### config.mk
export PLATFORM = sky130hd
export DESIGN_NAME = lcdq_seq
export DESIGN_NICKNAME = d
export VERILOG_FILES = /design/src/rtl/lcdq_pkg.sv /design/src/rtl/lcdq_timebase.sv /design/src/rtl/lcdq_blink.sv /design/src/rtl/lcdq_encoder.sv /design/src/rtl/lcdq_seq.sv
export SDC_FILE = /design/constraint.sdc
export NUM_CORES = 1
export LEC_CHECK = 0
export BUFFER_PORTS_ARGS = -buffer_cell sky130_fd_sc_hd__buf_2
export CELL_PAD_IN_SITES_DETAIL_PLACEMENT = 1
export CELL_PAD_IN_SITES_GLOBAL_PLACEMENT = 2
export CORE_ASPECT_RATIO = 1.5
export CORE_MARGIN = 1
export CORE_UTILIZATION = 26
export CTS_CLUSTER_DIAMETER = 30
export DETAILED_ROUTE_END_ITERATION = 16
export PLACE_DENSITY_LB_ADDON = 0.15
export SETUP_SLACK_MARGIN = 0.4
export SLEW_MARGIN = 10
export SYNTH_ARGS = -nofsm -noshare
export SYNTH_HDL_FRONTEND = slang
export SYNTH_HIERARCHICAL = 1
export SYNTH_SLANG_ARGS = --single-unit
### constraint.sdc
create_clock -name clk -period 2.8 [get_ports clk]
set_clock_uncertainty 0.05 [all_clocks]
set_input_delay 0.56 -clock clk [delete_from_list [all_inputs] [get_ports clk]]
set_output_delay 0.56 -clock clk [all_outputs]
set_load 0.02 [all_outputs]
### src/rtl/lcdq_pkg.sv
package lcdq_pkg;
  localparam logic [1:0] LVL_VSS = 2'd0;
  localparam logic [1:0] LVL_LO  = 2'd1;
  localparam logic [1:0] LVL_HI  = 2'd2;
  localparam logic [1:0] LVL_VDD = 2'd3;

  function automatic logic [1:0] com_code(input logic sel, input logic neg, input logic half);
    if (sel) return neg ? LVL_VSS : LVL_VDD;
    if (half) return LVL_LO;
    return neg ? LVL_HI : LVL_LO;
  endfunction

  function automatic logic [1:0] seg_code(input logic lit, input logic neg, input logic half);
    if (lit) return neg ? LVL_VDD : LVL_VSS;
    if (half) return neg ? LVL_VSS : LVL_VDD;
    return neg ? LVL_LO : LVL_HI;
  endfunction
endpackage

### src/rtl/lcdq_timebase.sv
module lcdq_timebase #(
  parameter int BASE_HZ = 32768
) (
  input  logic       clk,
  input  logic       rst_n,
  input  logic       tick,
  input  logic [1:0] rate_sel,
  input  logic       frame_inv,
  output logic [1:0] phase,
  output logic       pol
);
  localparam int D0 = (BASE_HZ + 160) / 320;
  localparam int D1 = (BASE_HZ + 142) / 284;
  localparam int D2 = (BASE_HZ + 128) / 256;
  localparam int D3 = (BASE_HZ + 106) / 212;
  localparam int CW = $clog2(D3 + 1);

  logic [CW-1:0] cnt;
  logic [CW-1:0] last;

  always_comb begin
    case (rate_sel)
      2'd0:    last = CW'(D0 - 1);
      2'd1:    last = CW'(D1 - 1);
      2'd2:    last = CW'(D2 - 1);
      default: last = CW'(D3 - 1);
    endcase
  end

  always_ff @(posedge clk or negedge rst_n) begin
    if (!rst_n) begin
      cnt   <= '0;
      phase <= 2'd0;
      pol   <= 1'b0;
    end else if (tick) begin
      if (cnt >= last) begin
        cnt   <= '0;
        phase <= phase + 2'd1;
        if (!frame_inv || phase == 2'd3) pol <= ~pol;
      end else begin
        cnt <= cnt + 1'b1;
      end
    end
  end
endmodule

### src/rtl/lcdq_blink.sv
module lcdq_blink #(
  parameter int BASE_HZ = 32768
) (
  input  logic       clk,
  input  logic       rst_n,
  input  logic       tick,
  input  logic [1:0] blink_sel,
  output logic       shown
);
  localparam int BW = $clog2(BASE_HZ + 1);

  logic [BW-1:0] cnt;
  logic [BW-1:0] last;

  always_comb begin
    case (blink_sel)
      2'd1:    last = BW'(BASE_HZ - 1);
      2'd2:    last = BW'(BASE_HZ / 2 - 1);
      default: last = BW'(BASE_HZ / 4 - 1);
    endcase
  end

  always_ff @(posedge clk or negedge rst_n) begin
    if (!rst_n) begin
      cnt   <= '0;
      shown <= 1'b1;
    end else if (blink_sel == 2'd0) begin
      cnt   <= '0;
      shown <= 1'b1;
    end else if (tick) begin
      if (cnt >= last) begin
        cnt   <= '0;
        shown <= ~shown;
      end else begin
        cnt <= cnt + 1'b1;
      end
    end
  end
endmodule

### src/rtl/lcdq_encoder.sv
module lcdq_encoder
  import lcdq_pkg::*;
#(
  parameter int NSEG = 35
) (
  input  logic [1:0]        phase,
  input  logic              pol,
  input  logic              half_bias,
  input  logic              shown,
  input  logic              all_on,
  input  logic              all_off,
  input  logic              disp_en,
  input  logic [4*NSEG-1:0] ram_q,
  output logic [7:0]        com_lvl,
  output logic [2*NSEG-1:0] seg_lvl
);
  for (genvar c = 0; c < 4; c++) begin : g_com
    assign com_lvl[2*c +: 2] = disp_en ? com_code(phase == 2'(c), pol, half_bias) : LVL_VSS;
  end

  for (genvar s = 0; s < NSEG; s++) begin : g_seg
    logic [3:0] nib;
    logic       lit;
    assign nib = ram_q[4*s +: 4];
    always_comb begin
      if (all_off)      lit = 1'b0;
      else if (all_on)  lit = 1'b1;
      else if (!shown)  lit = 1'b0;
      else              lit = nib[phase];
    end
    assign seg_lvl[2*s +: 2] = disp_en ? seg_code(lit, pol, half_bias) : LVL_VSS;
  end
endmodule

### src/rtl/lcdq_seq.sv
module lcdq_seq #(
  parameter int NSEG    = 35,
  parameter int BASE_HZ = 32768
) (
  input  logic              clk,
  input  logic              rst_n,
  input  logic              tick,
  input  logic              disp_en,
  input  logic [1:0]        rate_sel,
  input  logic              frame_inv,
  input  logic              half_bias,
  input  logic [1:0]        blink_sel,
  input  logic              all_on,
  input  logic              all_off,
  input  logic [4*NSEG-1:0] ram_q,
  output logic [7:0]        com_lvl,
  output logic [2*NSEG-1:0] seg_lvl
);
  logic [1:0] phase_w;
  logic       pol_w;
  logic       shown_w;

  lcdq_timebase #(.BASE_HZ(BASE_HZ)) tb_i (
    .clk(clk), .rst_n(rst_n), .tick(tick), .rate_sel(rate_sel),
    .frame_inv(frame_inv), .phase(phase_w), .pol(pol_w)
  );

  lcdq_blink #(.BASE_HZ(BASE_HZ)) bl_i (
    .clk(clk), .rst_n(rst_n), .tick(tick), .blink_sel(blink_sel), .shown(shown_w)
  );

  lcdq_encoder #(.NSEG(NSEG)) enc_i (
    .phase(phase_w), .pol(pol_w), .half_bias(half_bias), .shown(shown_w),
    .all_on(all_on), .all_off(all_off), .disp_en(disp_en), .ram_q(ram_q),
    .com_lvl(com_lvl), .seg_lvl(seg_lvl)
  );
endmodule

### Word level (Yosys, flattened, before mapping)

Index checks and enable logic that the tools add are counted.

| storage, ports and cells | value |
|---|---|
| RAM bits | 0 |
| bits in registers | 28 |
| memory bits (read-only) | 0 |
| memories kept | 0 |
| bits in latches | 0 |
| input port bits | 152 |
| output and inout bits | 78 |

| cells by class | value |
|---|---|
| multipliers | 0 |
| $add $sub $neg | 3 |
| order comparisons | 3 |
| divide/modulo/power cells | 0 |
| bitwise logic cells | 2 |
| eq/ne operators | 7 |
| reductions and logical operators | 10 |
| multiplexer cells | 462 |
| shift-type cells | 0 |

Operator list:

| cell | count |
|---|---|
| 2-to-1 mux 2 bit | 199 |
| 2-to-1 mux 1 bit | 222 |
| binary-select mux 1 bit (select 2 bit) | 35 |
| 2-to-1 mux 16 bit | 3 |
| case mux 15 bit (2 select lines) | 1 |
| case mux 8 bit (3 select lines) | 1 |
| adder 16 x 1 -> 16 bit (second input constant) | 1 |
| greater-or-equal comparator 16 x 15 -> 1 bit | 1 |
| adder 8 x 1 -> 8 bit (second input constant) | 1 |
| equality test 2 bit (second input constant) | 4 |
| greater-or-equal comparator 8 bit | 1 |
| 2-to-1 mux 8 bit | 1 |
| equality test 2 x 1 -> 1 bit (second input constant) | 3 |
| logical NOT 2 bit | 3 |
| AND reduction 2 bit | 2 |
| nonzero test 2 bit | 2 |
| less-than comparator 2 x 3 -> 1 bit (second input constant) | 1 |
| AND reduction 3 bit | 1 |
| adder 2 x 1 -> 2 bit (second input constant) | 1 |
| NOT 1 bit | 2 |
| logical NOT 1 bit | 1 |
| logical OR 1 bit | 1 |

### Longest topological paths before layout

| logic depth | value |
|---|---|
| depth in word-level cells | 10 |
| mapped depth | 9 |

### By module

Netlist, hierarchy kept.

Modules (own cells, without submodules):

| module | times used | seq. area each (um2) | area each (um2) | cells an instance |
|---|---|---|---|---|
| lcdq_encoder | 1 | 0.0 | 2,348.5 | 243 |
| lcdq_blink | 1 | 426.7 | 1,079.8 | 117 |
| lcdq_timebase | 1 | 275.3 | 750.7 | 73 |

### Worst setup path after synthesis

OpenSTA, ideal clock, no wires.

| timing path | value |
|---|---|
| path kind | input -> output |
| start | input all_off |
| end | output seg_lvl[68] |
| stages on the path | 5 |
| data required time | 2.190 ns |
| setup slack | 0.283 ns |
| data arrival time | 1.907 ns |
| cells stage by stage | or3b_1 buf_6 buf_12 o221ai_2 mux2i_1 |

| on the way | value |
|---|---|
| cells in the longest elaborated chain, start to end | 4 |

RTL lines:

| what | RTL line | source |
|---|---|---|
| start, declared | lcdq_seq.sv:14 | `input logic all_off,` |
| 2-to-1 mux 1 bit | lcdq_encoder.sv:26 | `if (all_off) lit = 1'b0;` |
| 2-to-1 mux 1 bit | lcdq_pkg.sv:14 | `if (lit) return neg ? LVL_VDD : LVL_VSS;` |
| 2-to-1 mux 2 bit | lcdq_pkg.sv:15 | `if (half) return neg ? LVL_VSS : LVL_VDD;` |
| 2-to-1 mux 2 bit | lcdq_encoder.sv:31 | `assign seg_lvl[2*s +: 2] = disp_en ? seg_code(lit, pol, half_bias) : LVL_VSS;` |
| end, declared | lcdq_seq.sv:17 | `output logic [2*NSEG-1:0] seg_lvl` |

Every way passes these cells.

### Worst setup path after layout

| timing path | value |
|---|---|
| start | register bl_i.shown |
| end | output seg_lvl[34] |

| on the way | value |
|---|---|
| cells in the longest elaborated chain, start to end | 6 |

RTL lines:

| what | RTL line | source |
|---|---|---|
| start, declared | lcdq_blink.sv:8 | `output logic shown` |
| start signal, assigned | lcdq_blink.sv:33 | `shown <= ~shown;` |
| 2-to-1 mux 1 bit | lcdq_encoder.sv:28 | `else if (!shown) lit = 1'b0;` |
| 2-to-1 mux 1 bit | lcdq_encoder.sv:27 | `else if (all_on) lit = 1'b1;` |
| 2-to-1 mux 1 bit | lcdq_encoder.sv:26 |  |
| 2-to-1 mux 1 bit | lcdq_pkg.sv:14 |  |
| 2-to-1 mux 2 bit | lcdq_pkg.sv:15 |  |
| 2-to-1 mux 2 bit | lcdq_encoder.sv:31 |  |

Every way passes these cells.

==> flow_summary.yaml <==
status:
  outcome: "finished with violations"
  violations: "setup timing"
drt:
  drtPass1Iterations: 4
  wl_per_cell_um: 20.8
  vias: 4508
  wirelength_um: 18100
  drt_iter0_markers: 103
  drc_errors: 0
  vias_per_cell: 5.18
  drtAntennaViolNets: 0
logic_synthesis:
  synthArstFlopShare_pct: 100
  syn-instance-count: 433
  synth_seq_cells: 28
  synth_top_cell_by_area: "mux2i_1"
  post-synth-top-count-cell: "mux2i_1"
  yosysWarnings: 6
  synth_ff_type: "dfrtp_1"
  synth_area_leaders: "mux2i_1, dfrtp_1, o221ai_2, ha_1, nand2_1"
  synth_top_cell_area_share_pct: 34.3
  synth_cell_types: 65
  synth_edf_count: 0
  synthTopCellsByCount: "mux2i_1, o221ai_2, dfrtp_1, nand2_1"
  syn_area_per_cell_um2: 9.65
  syn-num-nets: 602
  syn-cell-area_um2: 4180
  synth_seq_area_share_pct: 16.8
grt:
  gr-total-overflow: 0
  grt_pass1_vias: 4757
  grt_pass1_wl_um: 26800
  grtUsageTotal_pct: 20.8
  grt_max_degree: 53
  grt_antenna_before_repair: 2
timing:
  setup_slack_ns: -0.00374
  drv_slew: 0
  tightest_slew_ns: 0.657
  rsz0062_at_grt: "yes"
  finalSetupViolCount: 1
  period_needed_ns: 2.80
  clock.fmax_mhz: 357
  hold_viol_final: 0
  layout_worst_path_cycle_share_pct: 100
  holdWs_ns: 0.269
  relSlewSlack_pct: 56.2
final_layout:
  drive_gt1_share_pct: 53.2
  area_growth_pct: 58.2
  seq_area_um2: 707
  fillers: 1830
  fin_nets: 836
  multi_input_area_um2: 3550
  fin_util_pct: 42.1
clock_network:
  clk_path_buf_depth: 2
  cts_buffers: 3
  insertion_delay_ns: 0.27
  hold_buffers: 0
  cts-root-buf: "clkbuf_16"
  cts_max_level: 1
  cts_sinks: 28
  cts_tree: "built"
  clkTransAtPathRegs_ns: 0.07
place:
  portBuffers: 229
  dpl.hpwl_um: 13500
  place.gp.congestion: 0.831
setup_path:
  cpPeakStageDelay_ns: 0.53
  cp_max_fo: 8
  critPathBufInv: 3
  worstSetupPathType: "register to output port"
  r2r_cells: 6
  required_ns: 2.19
  reg2reg_from: "tb_i/cnt[2]$_DFFE_PN0P_"
  cp_cell_sequence: "or3b_4 -> buf_12 -> buf_16 -> o221ai_4 -> mux2i_1 -> buf_4"
  end_kind: "output port"
  crit_start: "bl_i/shown$_DFFE_PN1P_"
  start_kind: "register"
  reg2reg_setup_slack_ns: 0.73
  critical-path-top-delay-family: "flip-flops"
  cp.depth: 6
  r2r-end: "tb_i/phase[1]$_DFFE_PN0P_"
  worstPathArrival_ns: 2.19
  slowest_stage: "dfstp_2"
floorplan:
  die_h_um: 157
  dieWidth_um: 106
  rows: 56
  start_util_pct: 26.6
  io_pins: 230
  core_area_um2: 15700
  die_area_um2: 16600
power_and_ir_drop:
  p_int_mw: 2.58
  power_frac_clock_pct: 8.6
  p_switching_mw: 2.35
  combinationalPowerShare_pct: 79.3
  peakVddDrop_v: 0.000349
  seq_power_share_pct: 12.1
  leakage_nw: 3.02
  powerDensity_nw_per_um2: 746
  swShare_pct: 47.7
hold_path:
  hp-class: "input port to asynchronous set/reset pin"
job:
  maxCapViolCount: 0
placed cells by master, fill, tap and decap left out, drive strengths merged, types with 11 or more instances in the layout:
cell    Yosys  final
a31oi      11     11
buf        24    268
dfrtp      27     27
ha         17     17
inv        17     17
mux2i     144    144
nand2      25     25
nand3      11     11
nor2       11     11
o21ai      15     15
o221ai     35     35
routing by layer:
layer	share of wire [%]	vias up	wire length (um)	track usage [%]
met1	37	2208	6680	21.5
met4	2.1	0	379	5.49
met3	4.6	19	836	2.48
met5	0	-	0	0
met2	56	143	10200	43.2
li1	-	2138	-	-
final cells by class:
class | instances | share of cell area, %
Inverter | 17 | 0.965
Tap cell | 203 | 3.84
Multi-Input combinational cell | 347 | 53.7
Clock buffer | 3 | 1.14
Clock inverter | 1 | 0.454
Timing Repair Buffer | 270 | 29.1
Antenna cell | 2 | 0.0757
Sequential cell | 28 | 10.7
worst max-delay path by stage:
stage | to | slack, ns
3_3_place_gp | seg_lvl[9] | -0.003
3_5_place_dp | seg_lvl[9] | -0.02
5_1_grt | seg_lvl[67] | -0.09
4_1_cts | seg_lvl[69] | -0.02
6_report | seg_lvl[34] | -0.004
2_1_floorplan | seg_lvl[50] | 0.30
cells by family (layout without fill, tap and decap cells):
| family | count (synthesis) | in the layout | share of synthesized area, % |
|---|---|---|---|
| mux | 145 | 145 | 35.1 |
| compound gates | 93 | 93 | 22.4 |
| simple gates | 85 | 85 | 11.4 |
| buf+inv | 58 | 291 | 7.75 |
| flops | 28 | 28 | 16.8 |
| fa+ha+maj | 17 | 17 | 5.09 |
| xor+xnor | 7 | 7 | 1.47 |
| other cells | 0 | 2 | 0 |
sequential cells by signal, summed over array words and instances (netlist names):
register    count
tb_i/cnt        8
tb_i/phase      2
bl_i/cnt       16
tb_i/pol        1
bl_i/shown      1
metrics by stage:
stage	setup TNS, ns	power (mW)	setup slack (ns)	area, um^2	cells
2_1_floorplan	0	2.74	0.305	4250	433
5_1_grt	-1.30	5.20	-0.0853	6610	871
4_1_cts	-0.0525	4.79	-0.0181	6430	864
6_report	-0.00374	4.93	-0.00374	6610	871
3_5_place_dp	-0.0451	3.77	-0.0241	5700	847
3_3_place_gp	-0.00579	3.71	-0.00277	5700	847
power by group through the flow:
stage                     logic [mW]  registers [mW]  clock network (mW)
after global placement          3.06           0.655                   0
after global routing            4.14           0.614               0.453
after CTS                       3.75           0.595               0.442
after floorplan                 2.17           0.569                   0
after detailed placement        3.11           0.663                   0
final                           3.91           0.597               0.424
timing repair:
item                       4_1_cts  5_1_grt
pin swaps                       18        8
buffers inserted                 9        3
cloned                           4        2
resized for setup               98       22
setup endpoints to repair       77       73
hold endpoints to repair         0        0
No activity file was read; power rests on OpenSTA's default activity.
